`config.mk`:
```
export PLATFORM = sky130hd
export DESIGN_NAME = irq_scan_top
export DESIGN_NICKNAME = d
export VERILOG_FILES = /design/src/rtl/irq_scan_pkg.sv /design/src/rtl/irq_scan_dp.sv /design/src/rtl/irq_scan_ctrl.sv /design/src/rtl/irq_scan_top.sv
export SDC_FILE = /design/constraint.sdc
export NUM_CORES = 2
export LEC_CHECK = 0
export BUFFER_PORTS_ARGS = -buffer_cell sky130_fd_sc_hd__buf_2
export CELL_PAD_IN_SITES_DETAIL_PLACEMENT = 1
export CELL_PAD_IN_SITES_GLOBAL_PLACEMENT = 2
export CORE_UTILIZATION = 42
export CTS_CLUSTER_DIAMETER = 40
export DETAILED_ROUTE_END_ITERATION = 8
export PLACE_DENSITY = 0.85
export SLEW_MARGIN = 15
export SYNTH_ARGS = -nofsm -noshare
export SYNTH_HDL_FRONTEND = slang
export SYNTH_SLANG_ARGS = --single-unit
```
`constraint.sdc`:
```
create_clock -name clk -period 4.17 [get_ports clk]
set_input_delay 0.6255 -clock clk [delete_from_list [all_inputs] [get_ports clk]]
set_output_delay 0.6255 -clock clk [all_outputs]
set_load 0.1 [all_outputs]
```
`src/rtl/irq_scan_pkg.sv`:
```
package irq_scan_pkg;
  localparam int ID_W = 32;

  // strobes from control into the datapath
  typedef struct packed {
    logic startScan;
    logic loadWord;
    logic nextWord;
    logic pickCh;
    logic loadStat;
    logic popBit;
  } scanCtrl_t;

  // conditions reported back to control
  typedef struct packed {
    logic anyPending;
    logic rangeOk;
    logic wordEmpty;
    logic lastWord;
    logic liveEmpty;
    logic liveLast;
  } scanFlag_t;

  typedef enum logic [2:0] {
    S_IDLE, S_LOADW, S_PICK, S_LOADS, S_EMIT
  } scanState_t;
endpackage

```
`src/rtl/irq_scan_dp.sv`:
```
module irq_scan_dp
  import irq_scan_pkg::*;
#(
  parameter int NUM_CH    = 64,
  parameter int LINES     = 8,
  parameter int WORD_BITS = 32,
  parameter int CH_W      = 8,
  parameter int PPID_W    = 12
) (
  input  logic                    clk,
  input  logic                    rstN,
  input  logic [NUM_CH*LINES-1:0] irqIn,
  input  logic                    clrEn,
  input  logic [CH_W-1:0]         clrCh,
  input  logic [LINES-1:0]        clrMask,
  input  logic                    enCmdValid,
  input  logic [CH_W-1:0]         enCmdCh,
  input  logic                    enCmdOn,
  input  logic                    regEn,
  input  logic [CH_W-1:0]         regCh,
  input  logic [PPID_W-1:0]       regPpid,
  input  scanCtrl_t               ctrl,
  output scanFlag_t               flags,
  output logic [ID_W-1:0]         evtId,
  output logic [CH_W-1:0]         minCh,
  output logic [CH_W-1:0]         maxCh
);
  localparam int NUM_WORDS = NUM_CH / WORD_BITS;
  localparam int BIT_W     = $clog2(WORD_BITS);
  localparam int WI_W      = CH_W - BIT_W;
  localparam int CHI_W     = $clog2(NUM_CH);
  localparam int LINE_W    = $clog2(LINES);
  localparam int PAD_W     = ID_W - PPID_W - 16;
  localparam logic [CH_W:0] NUM_CH_L = NUM_CH;

  logic [NUM_CH-1:0][LINES-1:0]  status;
  logic [NUM_CH-1:0]             enBits;
  logic [NUM_CH-1:0][PPID_W-1:0] ppidTab;
  logic [NUM_CH-1:0]             summary;

  logic [WI_W-1:0]      wordIdx;
  logic [WORD_BITS-1:0] wordCopy;
  logic [CH_W-1:0]      chSel;
  logic [LINES-1:0]     statCopy;

  logic [WORD_BITS-1:0] wordSel;
  logic [BIT_W-1:0]     lowBitW;
  logic [LINE_W-1:0]    lowBitS;
  logic [LINES-1:0]     liveBits;
  logic [LINES-1:0]     statusSel;
  logic [PPID_W-1:0]    ppidSel;
  logic [WI_W-1:0]      firstWord;
  logic [WI_W-1:0]      endWord;

  // per-channel pending, enable and id storage
  always_ff @(posedge clk or negedge rstN) begin
    if (!rstN) begin
      status  <= '0;
      enBits  <= '0;
      ppidTab <= '0;
      minCh   <= '1;
      maxCh   <= '0;
    end else begin
      for (int c = 0; c < NUM_CH; c++) begin
        status[c] <= (status[c] & ~((clrEn && clrCh == CH_W'(c)) ? clrMask : '0))
                     | irqIn[c*LINES +: LINES];
        if (enCmdValid && enCmdCh == CH_W'(c)) begin
          if (enCmdOn && !enBits[c])
            enBits[c] <= 1'b1;
          else if (!enCmdOn && enBits[c])
            enBits[c] <= 1'b0;
        end
        if (regEn && regCh == CH_W'(c))
          ppidTab[c] <= regPpid;
      end
      if (regEn && {1'b0, regCh} < NUM_CH_L) begin
        if (regCh < minCh) minCh <= regCh;
        if (regCh > maxCh) maxCh <= regCh;
      end
    end
  end

  always_comb begin
    for (int c = 0; c < NUM_CH; c++)
      summary[c] = enBits[c] & (|status[c]);
  end

  assign firstWord = minCh[CH_W-1:BIT_W];
  assign endWord   = maxCh[CH_W-1:BIT_W];
  assign statusSel = status[chSel[CHI_W-1:0]];
  assign ppidSel   = ppidTab[chSel[CHI_W-1:0]];
  assign liveBits  = statCopy & statusSel;

  always_comb begin
    wordSel = '0;
    for (int w = 0; w < NUM_WORDS; w++)
      if (wordIdx == WI_W'(w)) wordSel = summary[w*WORD_BITS +: WORD_BITS];
  end

  always_comb begin
    lowBitW = '0;
    for (int b = WORD_BITS - 1; b >= 0; b--)
      if (wordCopy[b]) lowBitW = BIT_W'(b);
  end

  always_comb begin
    lowBitS = '0;
    for (int b = LINES - 1; b >= 0; b--)
      if (liveBits[b]) lowBitS = LINE_W'(b);
  end

  // working copies of the scan
  always_ff @(posedge clk or negedge rstN) begin
    if (!rstN) begin
      wordIdx  <= '0;
      wordCopy <= '0;
      chSel    <= '0;
      statCopy <= '0;
    end else begin
      if (ctrl.startScan) wordIdx <= firstWord;
      if (ctrl.nextWord)  wordIdx <= wordIdx + 1'b1;
      if (ctrl.loadWord)  wordCopy <= wordSel;
      if (ctrl.pickCh) begin
        chSel             <= {wordIdx, lowBitW};
        wordCopy[lowBitW] <= 1'b0;
      end
      if (ctrl.loadStat) statCopy <= statusSel;
      if (ctrl.popBit)   statCopy[lowBitS] <= 1'b0;
    end
  end

  assign flags.anyPending = |summary;
  assign flags.rangeOk    = firstWord <= endWord;
  assign flags.wordEmpty  = wordCopy == '0;
  assign flags.lastWord   = wordIdx == endWord;
  assign flags.liveEmpty  = liveBits == '0;
  assign flags.liveLast   = (liveBits & (liveBits - 1'b1)) == '0;

  assign evtId = {{PAD_W{1'b0}}, ppidSel, {(8-LINE_W){1'b0}}, lowBitS, chSel};
endmodule

```
`src/rtl/irq_scan_ctrl.sv`:
```
module irq_scan_ctrl
  import irq_scan_pkg::*;
(
  input  logic      clk,
  input  logic      rstN,
  input  scanFlag_t flags,
  input  logic      evtReady,
  output scanCtrl_t ctrl,
  output logic      evtValid
);
  scanState_t state, stateNext;

  always_ff @(posedge clk or negedge rstN) begin
    if (!rstN) state <= S_IDLE;
    else       state <= stateNext;
  end

  always_comb begin
    stateNext = state;
    ctrl      = '0;
    evtValid  = 1'b0;
    case (state)
      S_IDLE: if (flags.anyPending && flags.rangeOk) begin
        ctrl.startScan = 1'b1;
        stateNext      = S_LOADW;
      end
      S_LOADW: begin
        ctrl.loadWord = 1'b1;
        stateNext     = S_PICK;
      end
      S_PICK: begin
        if (!flags.wordEmpty) begin
          ctrl.pickCh = 1'b1;
          stateNext   = S_LOADS;
        end else if (flags.lastWord) begin
          stateNext = S_IDLE;
        end else begin
          ctrl.nextWord = 1'b1;
          stateNext     = S_LOADW;
        end
      end
      S_LOADS: begin
        ctrl.loadStat = 1'b1;
        stateNext     = S_EMIT;
      end
      S_EMIT: begin
        evtValid = !flags.liveEmpty;
        if (flags.liveEmpty) begin
          stateNext = S_PICK;
        end else if (evtReady) begin
          ctrl.popBit = 1'b1;
          if (flags.liveLast) stateNext = S_PICK;
        end
      end
      default: stateNext = S_IDLE;
    endcase
  end
endmodule

```
`src/rtl/irq_scan_top.sv`:
```
module irq_scan_top
  import irq_scan_pkg::*;
#(
  parameter int NUM_CH    = 64,
  parameter int LINES     = 8,
  parameter int WORD_BITS = 32,
  parameter int CH_W      = 8,
  parameter int PPID_W    = 12
) (
  input  logic                    clk,
  input  logic                    rstN,
  input  logic [NUM_CH*LINES-1:0] irqIn,
  input  logic                    clrEn,
  input  logic [CH_W-1:0]         clrCh,
  input  logic [LINES-1:0]        clrMask,
  input  logic                    enCmdValid,
  input  logic [CH_W-1:0]         enCmdCh,
  input  logic                    enCmdOn,
  input  logic                    regEn,
  input  logic [CH_W-1:0]         regCh,
  input  logic [PPID_W-1:0]       regPpid,
  input  logic                    evtReady,
  output logic                    evtValid,
  output logic [ID_W-1:0]         evtId,
  output logic [CH_W-1:0]         minCh,
  output logic [CH_W-1:0]         maxCh
);
  scanCtrl_t ctrl;
  scanFlag_t flags;

  irq_scan_dp #(
    .NUM_CH(NUM_CH), .LINES(LINES), .WORD_BITS(WORD_BITS),
    .CH_W(CH_W), .PPID_W(PPID_W)
  ) i_dp (
    .clk(clk), .rstN(rstN), .irqIn(irqIn),
    .clrEn(clrEn), .clrCh(clrCh), .clrMask(clrMask),
    .enCmdValid(enCmdValid), .enCmdCh(enCmdCh), .enCmdOn(enCmdOn),
    .regEn(regEn), .regCh(regCh), .regPpid(regPpid),
    .ctrl(ctrl), .flags(flags), .evtId(evtId),
    .minCh(minCh), .maxCh(maxCh)
  );

  irq_scan_ctrl i_ctrl (
    .clk(clk), .rstN(rstN), .flags(flags), .evtReady(evtReady),
    .ctrl(ctrl), .evtValid(evtValid)
  );
endmodule

```
==> flow_summary.toml <==
[run_status]
status = "finished, violations left"
violations = "setup timing"

[placement]
dp_hpwl_um = 212000
place_worst_setup_slack_ns = -0.0187
gp_congestion = 1.00
io_buffer_count = 602

[global_route]
grt_first_pass_wirelength_um = 456000
grt_pass1_vias = 61000
grt_antenna_before_repair = 63
grt.total_usage_pct = 39.1
grt_overflow = 0
grt_max_degree = 134

[sta]
fin_ws_ns = -0.531
hold_viol = 0
fmax_mhz = 213
relSlewSlack_pct = 13.6
rsz0062_at_grt = "yes"
hold_ws_ns = 0.0408
tightest_slew_ns = 1.30
fin_crit_ns = 4.70
drv_slew = 0
clock_skew_ns = 0.0815
setup-violations-final = 16
min_period_over_period_pct = 113

[worst_hold_path]
hp-class = "in -> reg"

[worst_setup_path]
cp-end-kind = "output port"
required_ns = 3.54
cp.arrival_ns = 4.08
worstPathMaxFanout = 11
crit_type = "reg -> out"
critPathLaunchType = "flip-flop"

[synthesis]
synth_cells = 5388
synth_edf_count = 0
synth_ff_type = "dfrtp_1"
syn_area_per_cell_um2 = 12.6
synth.distinct_cells = 74
postSynth.asyncResetShare_pct = 100
ys.warnings.count = 0
syn_area_mm2 = 0.0680
synth-seq-cells = 1414
yosysSeqAreaShare_pct = 52.0

[clock_tree]
clkTransAtPathRegs_ns = 0.06
clkLatencyLatePin_ns = 0.87
ctsRootBufferMaster = "clkbuf_16"
clock_path_buffers = 3
htreeDepth = 4
cts_tree = "yes"
cts.sinks = 1414
numCtsBuffers = 209

[die]
rows = 147
fp.coreArea_mm2 = 0.161
ios = 612
start_util_pct = 42.3
die_width_um = 404
design.die.area_mm2 = 0.164
die-height_um = 404

[power_and_ir_drop]
total_leakage_power_uw = 0.0364
ir_worst_vdd_mv = 0.503
p_per_area_mw_per_mm2 = 533

[routing]
drt_wl_total_um = 321000
detail-route-antenna-nets = 0
dr.pass1.iters = 7
route.detailed.drc = 0
wl_per_cell_um = 36.0
vias_per_cell = 6.37
first_iter_violations = 6667
vias = 56800

[run]
max-cap-violations = 0

[layout]
nNetsFinal = 7201
multi_input_area_mm2 = 0.0308
seq_area_mm2 = 0.0354
area_delta_synth_final_pct = 28.2
drive_above_1_share_pct = 36.2
nFillCells = 16200
critical path: stages (launching register included):
cell and delay, ns:
dfrtp_4 0.56, buf_6 0.17, bufbuf_16 0.28, mux2i_1 0.14, a22oi_1 0.20, a21oi_2 0.15
o41ai_2 0.45, o311ai_2 0.20, and2_4 0.19, nand2b_4 0.07, and2b_4 0.20, a31oi_4 0.37
buf_12 0.23
metal layers:
layer	part of all wire (%)	track usage, %	up-vias
li1	-	-	22100
met1	36	47.7	29500
met2	46	59.6	3855
met3	10	11.5	1286
met4	8.2	27.7	54
met5	0.11	0.0297	-
path summary, 6_finish.rpt:
path                                       startpoint                            end  slack (ns)  cells past startpoint
max in group asynchronous                        rstN  i_dp.ppidTab[222]$_DFFE_PN0P_        2.44                      3
max reg2reg                i_dp.status[124]$_DFF_PN0_    i_dp.wordIdx[2]$_DFFE_PN0P_        0.53                     11
min in group asynchronous                        rstN      i_dp.maxCh[6]$_DFFE_PN0P_        0.39                      2
min reg2reg                 i_dp.chSel[6]$_DFFE_PN0P_      i_dp.chSel[6]$_DFFE_PN0P_        0.49                      2
min                                        irqIn[483]     i_dp.status[483]$_DFF_PN0_        0.04                      2
max                         i_dp.chSel[2]$_DFFE_PN0P_                       evtValid       -0.53                     12
registers in the layout, summed over array words and instances (netlist names):
signal	cells
i_dp.wordCopy	32
i_dp.chSel	8
i_ctrl.state	3
i_dp.ppidTab	768
i_dp.status	512
i_dp.statCopy	8
i_dp.minCh	8
i_dp.wordIdx	3
i_dp.enBits	64
i_dp.maxCh	8
through the flow:
step / cells / cell area [um2] / utilization (%) / TNS, ns / total power, uW
floorplan: 5396 / 68100 / - / -0.462 / 22300
global placement: 8041 / 74500 / 46.4 / -0.0233 / 26100
detailed placement: 8041 / 74500 / 46.4 / -0.0187 / 26300
CTS: 8881 / 87000 / 54.1 / -6.79 / 46100
global route: 8902 / 87200 / 54.2 / -7.23 / 47600
finish: 8922 / 87200 / 54.2 / -6.84 / 46500
synthesized netlist by cell type (all sizes together) (14+ instances only):
cell type	number	area, um2
a21o	520	3900
a21oi	101	505
a221oi	15	138
a22oi	70	531
a31oi	14	100
buf	140	876
clkbuf	223	837
dfrtp	1406	35200
ha	85	1060
inv	98	368
mux2	778	8760
mux2i	131	1310
mux4	325	7320
nand2	726	2730
nand3	41	210
nand4	16	100
nor2	188	706
nor2b	22	145
nor3	77	385
nor4	89	557
o21ai	135	676
o221ai	14	123
or4	56	420
layout make-up:
type / instances / share of cell area, %
antenna: 36 / 0.103
clock buffer: 260 / 6.55
tap: 2160 / 3.10
multi-input combinational: 3523 / 35.4
inverter: 98 / 0.422
sequential: 1414 / 40.6
clock inverter: 124 / 1.79
timing repair buffer: 1307 / 12.1
report_power, final:
group / total, uW / switching, uW / internal (uW)
clock network: 18400 / 7440 / 11000
logic: 12800 / 7720 / 5080
registers: 15300 / 746 / 14500
total: 46500 / 15900 / 30600
what timing repair did:
action | CTS | global route
endpoints found under the setup margin | 16 | 16
hold buffers | 408 | 0
hold endpoints to repair | 489 | 0
setup buffers | 34 | 3
gates cloned | 14 | 1
resized for setup | 102 | 3
pin swaps | 22 | 2
layout by cell type, fill, tap and decap left out, types with 133 or more instances in the layout:
cell type / n
clkbuf_16: 212
nor2_1: 186
mux2_2: 778
buf_2: 575
dlygate4sd3_1: 408
buf_4: 233
o21ai_0: 133
a21o_1: 520
dfrtp_1: 1401
nand2_1: 724
mux4_2: 325
cells by family after synthesis:
family          synth area share [%]
simple gates                    8.22
fa+ha+maj                       1.56
other cells                  0.00551
compound gates                  9.52
mux                             25.6
xor+xnor                      0.0386
flops                           52.0
buf+inv                         3.06
Power figures use the tool's default switching activity.
